===== config.mk =====
export PLATFORM = sky130hd
export DESIGN_NAME = hdb3_tx
export DESIGN_NICKNAME = d
export VERILOG_FILES = /design/src/rtl/hdb3_tx_pkg.sv /design/src/rtl/hdb3_encoder.sv /design/src/rtl/bpv_scheduler.sv /design/src/rtl/ais_source.sv /design/src/rtl/hdb3_tx.sv
export SDC_FILE = /design/constraint.sdc
export NUM_CORES = 1
export LEC_CHECK = 0
export BUFFER_PORTS_ARGS = -buffer_cell sky130_fd_sc_hd__buf_2
export CORE_MARGIN = 1.5
export CORE_UTILIZATION = 57
export DETAILED_ROUTE_END_ITERATION = 10
export PLACE_DENSITY = 0.77
export SYNTH_ARGS = -nofsm -noshare
export SYNTH_HDL_FRONTEND = slang
export SYNTH_SLANG_ARGS = --single-unit

===== constraint.sdc =====
create_clock -name clk -period 1.9 [get_ports clk]
set_clock_uncertainty 0.15 [all_clocks]
set_input_delay 0.38 -clock clk [delete_from_list [all_inputs] [get_ports clk]]
set_output_delay 0.38 -clock clk [all_outputs]
set_load 0.02 [all_outputs]

===== src/rtl/hdb3_tx_pkg.sv =====
package hdb3_tx_pkg;

  localparam int RUN_LEN = 4;

  typedef enum logic [2:0] {
    SYM_IDLE,
    SYM_ZERO,
    SYM_ONE,
    SYM_BFILL,
    SYM_VIOL
  } sym_e;

  typedef enum logic [1:0] {
    REP_SINGLE = 2'b00,
    REP_RATE_A = 2'b01,
    REP_RATE_B = 2'b10,
    REP_EVERY  = 2'b11
  } rep_e;

  typedef struct packed {
    logic force_ais;
    logic ins_err;
    logic auto_ais;
    rep_e rep;
    logic dejitter;
    logic locked;
  } ctrl_t;

endpackage


===== src/rtl/hdb3_encoder.sv =====
module hdb3_encoder
  import hdb3_tx_pkg::*;
(
  input  logic clk,
  input  logic rst,
  input  logic adv,
  input  logic din,
  input  logic err_arm,
  output logic out_p,
  output logic out_n,
  output logic data_mark
);

  localparam int ZRUN_W = 3;

  sym_e line_q [RUN_LEN];
  sym_e line_d [RUN_LEN];
  logic last_pol_q, last_pol_d;
  logic odd_q, odd_d;
  logic pulse, pol;
  logic window_zero;
  sym_e head;

  assign head      = line_q[RUN_LEN-1];
  assign data_mark = (head == SYM_ONE);

  // Emit the oldest symbol and update polarity and parity.
  always_comb begin
    pulse      = 1'b0;
    pol        = last_pol_q;
    last_pol_d = last_pol_q;
    odd_d      = odd_q;
    case (head)
      SYM_ONE: begin
        pulse = 1'b1;
        odd_d = ~odd_q;
        if (!err_arm) begin
          last_pol_d = ~last_pol_q;
          pol        = ~last_pol_q;
        end
      end
      SYM_BFILL: begin
        pulse      = 1'b1;
        odd_d      = ~odd_q;
        last_pol_d = ~last_pol_q;
        pol        = ~last_pol_q;
      end
      SYM_VIOL: begin
        pulse = 1'b1;
        odd_d = 1'b0;
      end
      default: ;
    endcase
  end

  assign out_p = pulse & pol;
  assign out_n = pulse & ~pol;

  // Shift in the new bit and look for a fresh run of four zeros.
  always_comb begin
    window_zero = ~din;
    for (int i = 0; i < RUN_LEN-1; i++) begin
      if (line_q[i] != SYM_ZERO) window_zero = 1'b0;
    end
    line_d[0] = din ? SYM_ONE : SYM_ZERO;
    for (int i = 1; i < RUN_LEN; i++) line_d[i] = line_q[i-1];
    if (window_zero) begin
      line_d[0] = SYM_VIOL;
      if (!odd_d) line_d[RUN_LEN-1] = SYM_BFILL;
    end
  end

  always_ff @(posedge clk) begin
    if (rst) begin
      for (int i = 0; i < RUN_LEN; i++) line_q[i] <= SYM_IDLE;
      last_pol_q <= 1'b0;
      odd_q      <= 1'b0;
    end else if (adv) begin
      for (int i = 0; i < RUN_LEN; i++) line_q[i] <= line_d[i];
      last_pol_q <= last_pol_d;
      odd_q      <= odd_d;
    end
  end

  // Count consecutive spaces sent; HDB3 never allows four.
  logic [ZRUN_W-1:0] zrun_q;
  always_ff @(posedge clk) begin
    if (rst) zrun_q <= '0;
    else if (adv) begin
      if (head == SYM_ZERO) zrun_q <= (zrun_q == '1) ? zrun_q : zrun_q + 1'b1;
      else zrun_q <= '0;
    end
  end

  assert_zero_run_R2: assert property (@(posedge clk) disable iff (rst)
    zrun_q < ZRUN_W'(RUN_LEN));

endmodule


===== src/rtl/bpv_scheduler.sv =====
module bpv_scheduler
  import hdb3_tx_pkg::*;
#(
  parameter int ERR_A_LOG2 = 10,
  parameter int ERR_B_LOG2 = 13
) (
  input  logic clk,
  input  logic rst,
  input  logic adv,
  input  logic ins_err,
  input  rep_e rep,
  input  logic consume,
  output logic err_arm
);

  localparam int CNT_W = (ERR_B_LOG2 > ERR_A_LOG2) ? ERR_B_LOG2 : ERR_A_LOG2;

  logic [CNT_W-1:0] bit_cnt_q;
  logic ins_prev_q, pend_q;
  logic hit_a, hit_b, rise, set_req;

  assign hit_a   = &bit_cnt_q[ERR_A_LOG2-1:0];
  assign hit_b   = &bit_cnt_q[ERR_B_LOG2-1:0];
  assign rise    = ins_err & ~ins_prev_q;
  assign set_req = (rise && rep == REP_SINGLE) ||
                   (adv && ins_err && ((rep == REP_RATE_A && hit_a) ||
                                       (rep == REP_RATE_B && hit_b)));
  assign err_arm = ins_err & (pend_q | (rep == REP_EVERY));

  always_ff @(posedge clk) begin
    if (rst) begin
      bit_cnt_q  <= '0;
      ins_prev_q <= 1'b0;
      pend_q     <= 1'b0;
    end else begin
      if (adv) bit_cnt_q <= bit_cnt_q + 1'b1;
      ins_prev_q <= ins_err;
      pend_q     <= ins_err & ((pend_q & ~consume) | set_req);
    end
  end

  assert_single_needs_edge_R5: assert property (@(posedge clk) disable iff (rst)
    (!pend_q && rep == REP_SINGLE && !(ins_err && !ins_prev_q)) |=> !pend_q);

endmodule


===== src/rtl/ais_source.sv =====
module ais_source (
  input  logic clk,
  input  logic rst,
  input  logic active,
  input  logic ref_tick,
  output logic ais_p,
  output logic ais_n
);

  logic pol_q;

  assign ais_p = pol_q;
  assign ais_n = ~pol_q;

  always_ff @(posedge clk) begin
    if (rst) pol_q <= 1'b0;
    else if (active && ref_tick) pol_q <= ~pol_q;
  end

endmodule


===== src/rtl/hdb3_tx.sv =====
module hdb3_tx
  import hdb3_tx_pkg::*;
#(
  parameter int ERR_A_LOG2 = 10,
  parameter int ERR_B_LOG2 = 13
) (
  input  logic       clk,
  input  logic       rst,
  input  logic       rec_tick,
  input  logic       ref_tick,
  input  logic       nrz_in,
  input  logic       force_ais,
  input  logic       ins_bpv,
  input  logic       auto_ais_en,
  input  logic [1:0] err_rep,
  input  logic       dejitter_mode,
  input  logic       pll_locked,
  output logic       line_pos,
  output logic       line_neg,
  output logic       line_clk
);

  ctrl_t ctrl_q;
  logic  ais_act;
  logic  enc_p, enc_n, data_mark, err_arm;
  logic  ais_p, ais_n;

  always_ff @(posedge clk) begin
    if (rst) ctrl_q <= '0;
    else begin
      ctrl_q.force_ais <= force_ais;
      ctrl_q.ins_err   <= ins_bpv;
      ctrl_q.auto_ais  <= auto_ais_en;
      ctrl_q.rep       <= rep_e'(err_rep);
      ctrl_q.dejitter  <= dejitter_mode;
      ctrl_q.locked    <= pll_locked;
    end
  end

  assign ais_act = ctrl_q.force_ais |
                   (ctrl_q.dejitter & ctrl_q.auto_ais & ~ctrl_q.locked);

  hdb3_encoder u_enc (
    .clk       (clk),
    .rst       (rst),
    .adv       (rec_tick),
    .din       (nrz_in),
    .err_arm   (err_arm),
    .out_p     (enc_p),
    .out_n     (enc_n),
    .data_mark (data_mark)
  );

  bpv_scheduler #(
    .ERR_A_LOG2 (ERR_A_LOG2),
    .ERR_B_LOG2 (ERR_B_LOG2)
  ) u_sched (
    .clk     (clk),
    .rst     (rst),
    .adv     (rec_tick),
    .ins_err (ctrl_q.ins_err),
    .rep     (ctrl_q.rep),
    .consume (rec_tick & data_mark & err_arm),
    .err_arm (err_arm)
  );

  ais_source u_ais (
    .clk      (clk),
    .rst      (rst),
    .active   (ais_act),
    .ref_tick (ref_tick),
    .ais_p    (ais_p),
    .ais_n    (ais_n)
  );

  always_ff @(posedge clk) begin
    if (rst) begin
      line_pos <= 1'b0;
      line_neg <= 1'b0;
      line_clk <= 1'b0;
    end else begin
      line_clk <= ais_act ? ref_tick : rec_tick;
      if (ais_act && ref_tick) begin
        line_pos <= ais_p;
        line_neg <= ais_n;
      end else if (!ais_act && rec_tick) begin
        line_pos <= enc_p;
        line_neg <= enc_n;
      end
    end
  end

  assert_rails_exclusive_R1: assert property (@(posedge clk) disable iff (rst)
    !(line_pos && line_neg));

  assert_ais_marks_R8: assert property (@(posedge clk) disable iff (rst)
    (ais_act && ref_tick) |=> (line_pos != line_neg));

  assert_ais_clock_source_R9: assert property (@(posedge clk) disable iff (rst)
    (ais_act && rec_tick && !ref_tick) |=> !line_clk);

  assert_normal_clock_source_R10: assert property (@(posedge clk) disable iff (rst)
    (!ais_act && rec_tick) |=> line_clk);

endmodule


; ---- After elaboration in Yosys (flattened, before gate mapping)
; Memory sizes are Yosys's and may differ from the RTL's.
; Index checks and enable logic that the tools add are counted.
[totals]
regBits = 28
n_memories = 1
wordCells = 92
mem_bits_rw = 12
in_bits = 12
[op_classes]
muxes = 25
n_addsub = 1
bitwise = 25
eq_ne = 9
n_reduce_logical = 16
[mem_list]
columns = memory, depth, width, rd, rd_clocked_by_memory_dff, wr, line_no
row1 = u_enc.line_q, 4, 3, 4, 0, 4, hdb3_encoder.sv:16  ; sym_e line_q [RUN_LEN];
[op_table]
columns = cell, n
row1 = 2-to-1 mux 3 bit, 7
row2 = 2-to-1 mux 1 bit, 15
row3 = adder 13 x 1 -> 13 bit (second input constant), 1
row4 = AND reduction 13 bit, 1
row5 = bitwise AND 1 bit, 10
row6 = AND reduction 10 bit, 1
row7 = inequality test 3 x 1 -> 1 bit (second input constant), 3
row8 = inverter 1 bit, 8
row9 = logical AND 1 bit, 7
row10 = bitwise OR 1 bit, 7
row11 = == test 3 x 2 -> 1 bit (second input constant), 2
row12 = == test 2 bit (second input constant), 2
row13 = one-hot mux 1 bit (2 select lines), 2
row14 = == test 3 bit (second input constant), 1
row15 = OR reduction 3 bit, 1
row16 = == test 2 x 1 -> 1 bit (second input constant), 1
row17 = logical NOT 2 bit, 1
row18 = logical OR 1 bit, 2
row19 = 2-to-1 mux 2 bit, 1
row20 = nonzero test 2 bit, 1
row21 = OR reduction 2 bit, 1
row22 = logical NOT 1 bit, 1

; ---- Depth between registers and ports, before layout
[logic_depth]
word_depth = 9
ltp_mapped = 5
ltp_nobuf = 5

; ---- Modules after synthesis
; A second synthesis with hierarchy kept.
[unflattened]
hier_cells = 169
hier_area_um2 = 1793.0
[by_module_without_submodules]
columns = mod, cells_per_inst, area_each_um2, n_inst
row1 = bpv_scheduler, 76, 706.9, 1
row2 = hdb3_encoder, 54, 664.4, 1
row3 = hdb3_tx, 34, 371.6, 1
row4 = ais_source, 5, 50.0, 1

; ---- Worst setup path before layout
; Ideal clock, no wire load.
[synth_timing]
path_type = register to register
from = register ctrl_q[0] in the netlist's numbering
to = register line_neg
setup_time_ns = 0.117
t_arrival_ns = 1.399
path_slack_ns = 0.234
stages_incl_launch_ff = 6
required_time_ns = 1.633
path_buffers = 1
path_cell_list = dfxtp_1 -> and3b_1 -> or3b_1 -> buf_2 -> or3_1 -> and4bb_1
[synth_between]
elab_chain_cells = 6
word_cells_on_any_way = 8
cone_classes = 1 x mux / 3 x bitwise / 4 x reduce/logical
[synth_rtl]
columns = item, line_no
row1 = start: declaration, hdb3_tx.sv:23  ; ctrl_t ctrl_q;
row2 = inverter 1 bit *, hdb3_tx.sv:41  ; (ctrl_q.dejitter & ctrl_q.auto_ais & ~ctrl_q.locked);
row3 = bitwise AND 1 bit *, hdb3_tx.sv:41
row4 = bitwise OR 1 bit *, hdb3_tx.sv:40  ; assign ais_act = ctrl_q.force_ais |
row5 = logical NOT 1 bit, hdb3_tx.sv:86  ; end else if (!ais_act && rec_tick) begin
row6 = logical AND 1 bit, hdb3_tx.sv:86
row7 = nonzero test 2 bit (no line), -
row8 = end signal: assignment, hdb3_tx.sv:85  ; line_neg <= ais_n;
row9 = end signal: assignment, hdb3_tx.sv:88  ; line_neg <= enc_n;
row10 = end: declaration, hdb3_tx.sv:19  ; output logic line_neg,
; Mark *: on every way between the ends. The rest lies on a longest branch, timed or not.
; A chain may end at the register's enable or synchronous reset.

; ---- Worst setup path after layout
[layout_timing]
from = register u_sched.bit_cnt_q[0]
to = register u_sched.bit_cnt_q[12]
[layout_between]
elab_chain_cells = 1
[layout_rtl]
columns = item, line_no
row1 = start: declaration, bpv_scheduler.sv:18  ; logic [CNT_W-1:0] bit_cnt_q;
row2 = start signal: assignment, bpv_scheduler.sv:36  ; if (adv) bit_cnt_q <= bit_cnt_q + 1'b1;
row3 = adder 13 x 1 -> 13 bit, bpv_scheduler.sv:36
; Every way passes these cells.

==> key figures <==
Clock network
  • CTS tree: done
  • Post_cts resized: 0
  • Setup Buffers After CTS: 0
  • Hold_buf cts: 0
  • Clk sinks: 40
  • H-tree depth: 2
  • CTS clk-pin slew, worst paths: 0.12 ns
  • TritonCTS buffer count: 5
  • Clock Latency Late Sink: 0.34 ns
  • Root Driver: clkbuf_4
  • CTS max path bufs: 2

Layout
  • Top reg by flops: u_sched.bit_cnt_q
  • # diodes: 0
  • Largest register FFs: 13
  • Register Area: 920.9 um^2
  • Largest registers: u_sched.bit_cnt_q x13, u_enc.line_q x12, ctrl_q x7
  • # fillers: 218
  • Most common library cell in the layout ignoring fill and taps: dfxtp_1
  • Commonest non-fill, non-tap cells in the layout: dfxtp_1 (28), buf_2 (14), nor2_1 (13)
  • Fraction of layout cells with a size suffix above 1: 0.1705
  • Multi-input gate area: 708.2 um^2
  • Synth-to-layout area growth: 10.53%
  • Nets: 188

Critical path
  • Critical Path RT: 2.04 ns
  • Crit Path Class: reg -> reg
  • Worst Path Max Fanout: 4
  • CP endpoint kind: register
  • Critical path arrival: 1.82 ns
  • CP Launch Type: register

Power
  • Power Dens Cells: 803.1 nW/um^2
  • Total power: 1.477 mW
  • VDD IR max: 844.3 uV
  • Leak: 0.7005 nW

Timing
  • Setup violators final: 0
  • Setup TNS: 0 ns
  • Tcrit/Tclk final: 0.8862
  • RSZ-0062 raised after global routing: no
  • Slew Viols, Final: 0
  • Slew headroom: 0.7162
  • Final Hold Fails: 0
  • Worst Tran Pin Value: 0.4248 ns
  • Worst hold margin: 0.09264 ns
  • FMAX: 0.5939 GHz
  • Fin crit period: 1.684 ns

Worst hold path
  • Class of the worst hold path: in -> reg

Drt
  • Post-DR vias/cell: 5.435
  • Via count: 1125
  • DR DRC count: 0
  • Average routed wire per standard cell: 12.71 um
  • Antenna viol nets, final: 0
  • Initial DRC Count: 47
  • DR pass1 iterations: 4
  • Total Wirelength: 2630 um

Synth
  • Yosys synthesis warning count: 0
  • Synthesized cell area: 1664 um^2
  • Yosys reg bits: 40
  • Top_reg_cell synth: dfxtp_1
  • EDFF count, synth: 12
  • Ys async rst share: 0
  • Seq/Total Area, Yosys: 0.5534
  • Gate Count Post-Synth: 155
  • Post-synth net total: 168
  • Mean Syn Cell Area: 10.74 um^2
  • Netlist cell types: 41

GRT
  • First-pass GRT wire length: 4457 um
  • GRT overflow: 0
  • GRT met1 Usage: 0.2336
  • Gr usage total: 0.1783
  • Layer carrying the most global-route usage: met2
  • Number of global-route vias before repair: 1065
  • Met3 Use GR: 0.04762
  • Pin count of the biggest net entering global routing: 18
  • Initial antenna violation count: 0
  • GR Util met2: 0.2742

Status
  • Status: complete, no violations

Die
  • Die Width: 57.03 um
  • Full die area: 3252 um^2
  • Core area: 2758 um^2
  • # rows: 19
  • # IOs: 15
  • Initial Util: 0.6034
  • Die Y: 57.03 um

Place
  • Gpl congestion: 0.7778
  • Port bufs: 14
  • Detail Placement HPWL: 1918 um

Job
  • Max Cap Viol: 0
## area by class of cell
type                    instances  area share
clock inverters                 3     0.01020
clock buffers                   5     0.02041
inverters                       2    0.004082
well taps                      31     0.02109
repair buffers                 19     0.05850
multi-input cells             107      0.3850
flip-flops and latches         40      0.5007
## layer usage
| metal | up-vias | part of all wire |
|---|---|---|
| li1 | 584 | - |
| met1 | 520 | 0.48 |
| met2 | 16 | 0.46 |
| met3 | 5 | 0.034 |
| met4 | 0 | 0.018 |
| met5 | - | 0 |
## where the power goes
part           switching [mW]  leakage, nW  internal, mW
sequential             0.0210        0.362         0.919
clock                   0.271       0.0349         0.142
combinational          0.0625        0.304        0.0609
total                   0.355        0.700          1.12
## Yosys cell counts (2+ instances only)
library cell,count,area share
nor2b_1,9,0.034
a21oi_1,6,0.018
nand2_1,5,0.011
nor2_1,13,0.029
nor4_1,3,0.011
nor3_1,4,0.012
o21ai_0,2,0.0060
or3_1,3,0.011
nand2b_1,3,0.011
inv_1,2,0.0045
xnor2_1,8,0.042
xor2_1,5,0.026
nor4b_1,3,0.016
and2_1,10,0.038
o21bai_1,2,0.0090
nor3b_1,3,0.014
and4_1,2,0.011
dfxtp_1,28,0.34
clkbuf_1,4,0.0090
edfxtp_1,12,0.22
nand4_1,4,0.015
nand3_1,2,0.0060
o21a_1,2,0.0090
nand3b_1,2,0.0090
mux2i_1,2,0.012
## kinds of logic (layout without fill, tap and decap cells)
group,after synthesis,count (layout),share of synthesized area
DFF,40,40,0.5534
and+or+nand+nor,75,75,0.2744
adders and majority gates,1,1,0.007518
AOI/OAI and AO/OA,16,16,0.06315
muxes,2,2,0.01203
xor gates and xnor gates,13,13,0.06842
buffers and inverters,8,29,0.02105
## stage by stage
stage               std cells  setup WS, ns    util  cell area, um^2
floorplan                 155        0.2341       -             1664
global placement          199        0.1732  0.6466             1783
detailed placement        199        0.1404  0.6466             1783
CTS                       207        0.2042  0.6670             1839
global route              207       0.09707  0.6670             1839
finish                    207        0.2163  0.6670             1839
## path summary, 6_finish.rpt
check | start | end | slack [ns] | depth (start not counted)
min reg2reg | ctrl_q[5]$_SDFF_PP0_ | u_sched.ins_prev_q$_SDFF_PP0_ | 0.35 | 1
max reg2reg | u_sched.bit_cnt_q[0]$_SDFFE_PP0P_ | u_sched.bit_cnt_q[12]$_SDFFE_PP0P_ | 0.22 | 5
min | err_rep[0] | ctrl_q[2]$_SDFF_PP0_ | 0.09 | 2
max | u_sched.bit_cnt_q[0]$_SDFFE_PP0P_ | u_sched.bit_cnt_q[12]$_SDFFE_PP0P_ | 0.22 | 5
## worst max-delay path, cell delays in order, from the launching register on
cell     delay, ns
dfxtp_1       0.39
ha_1          0.18
and4_1        0.28
nand4_1       0.14
or3_1         0.36
a21oi_1       0.13
(Power assumes the default switching activity.)
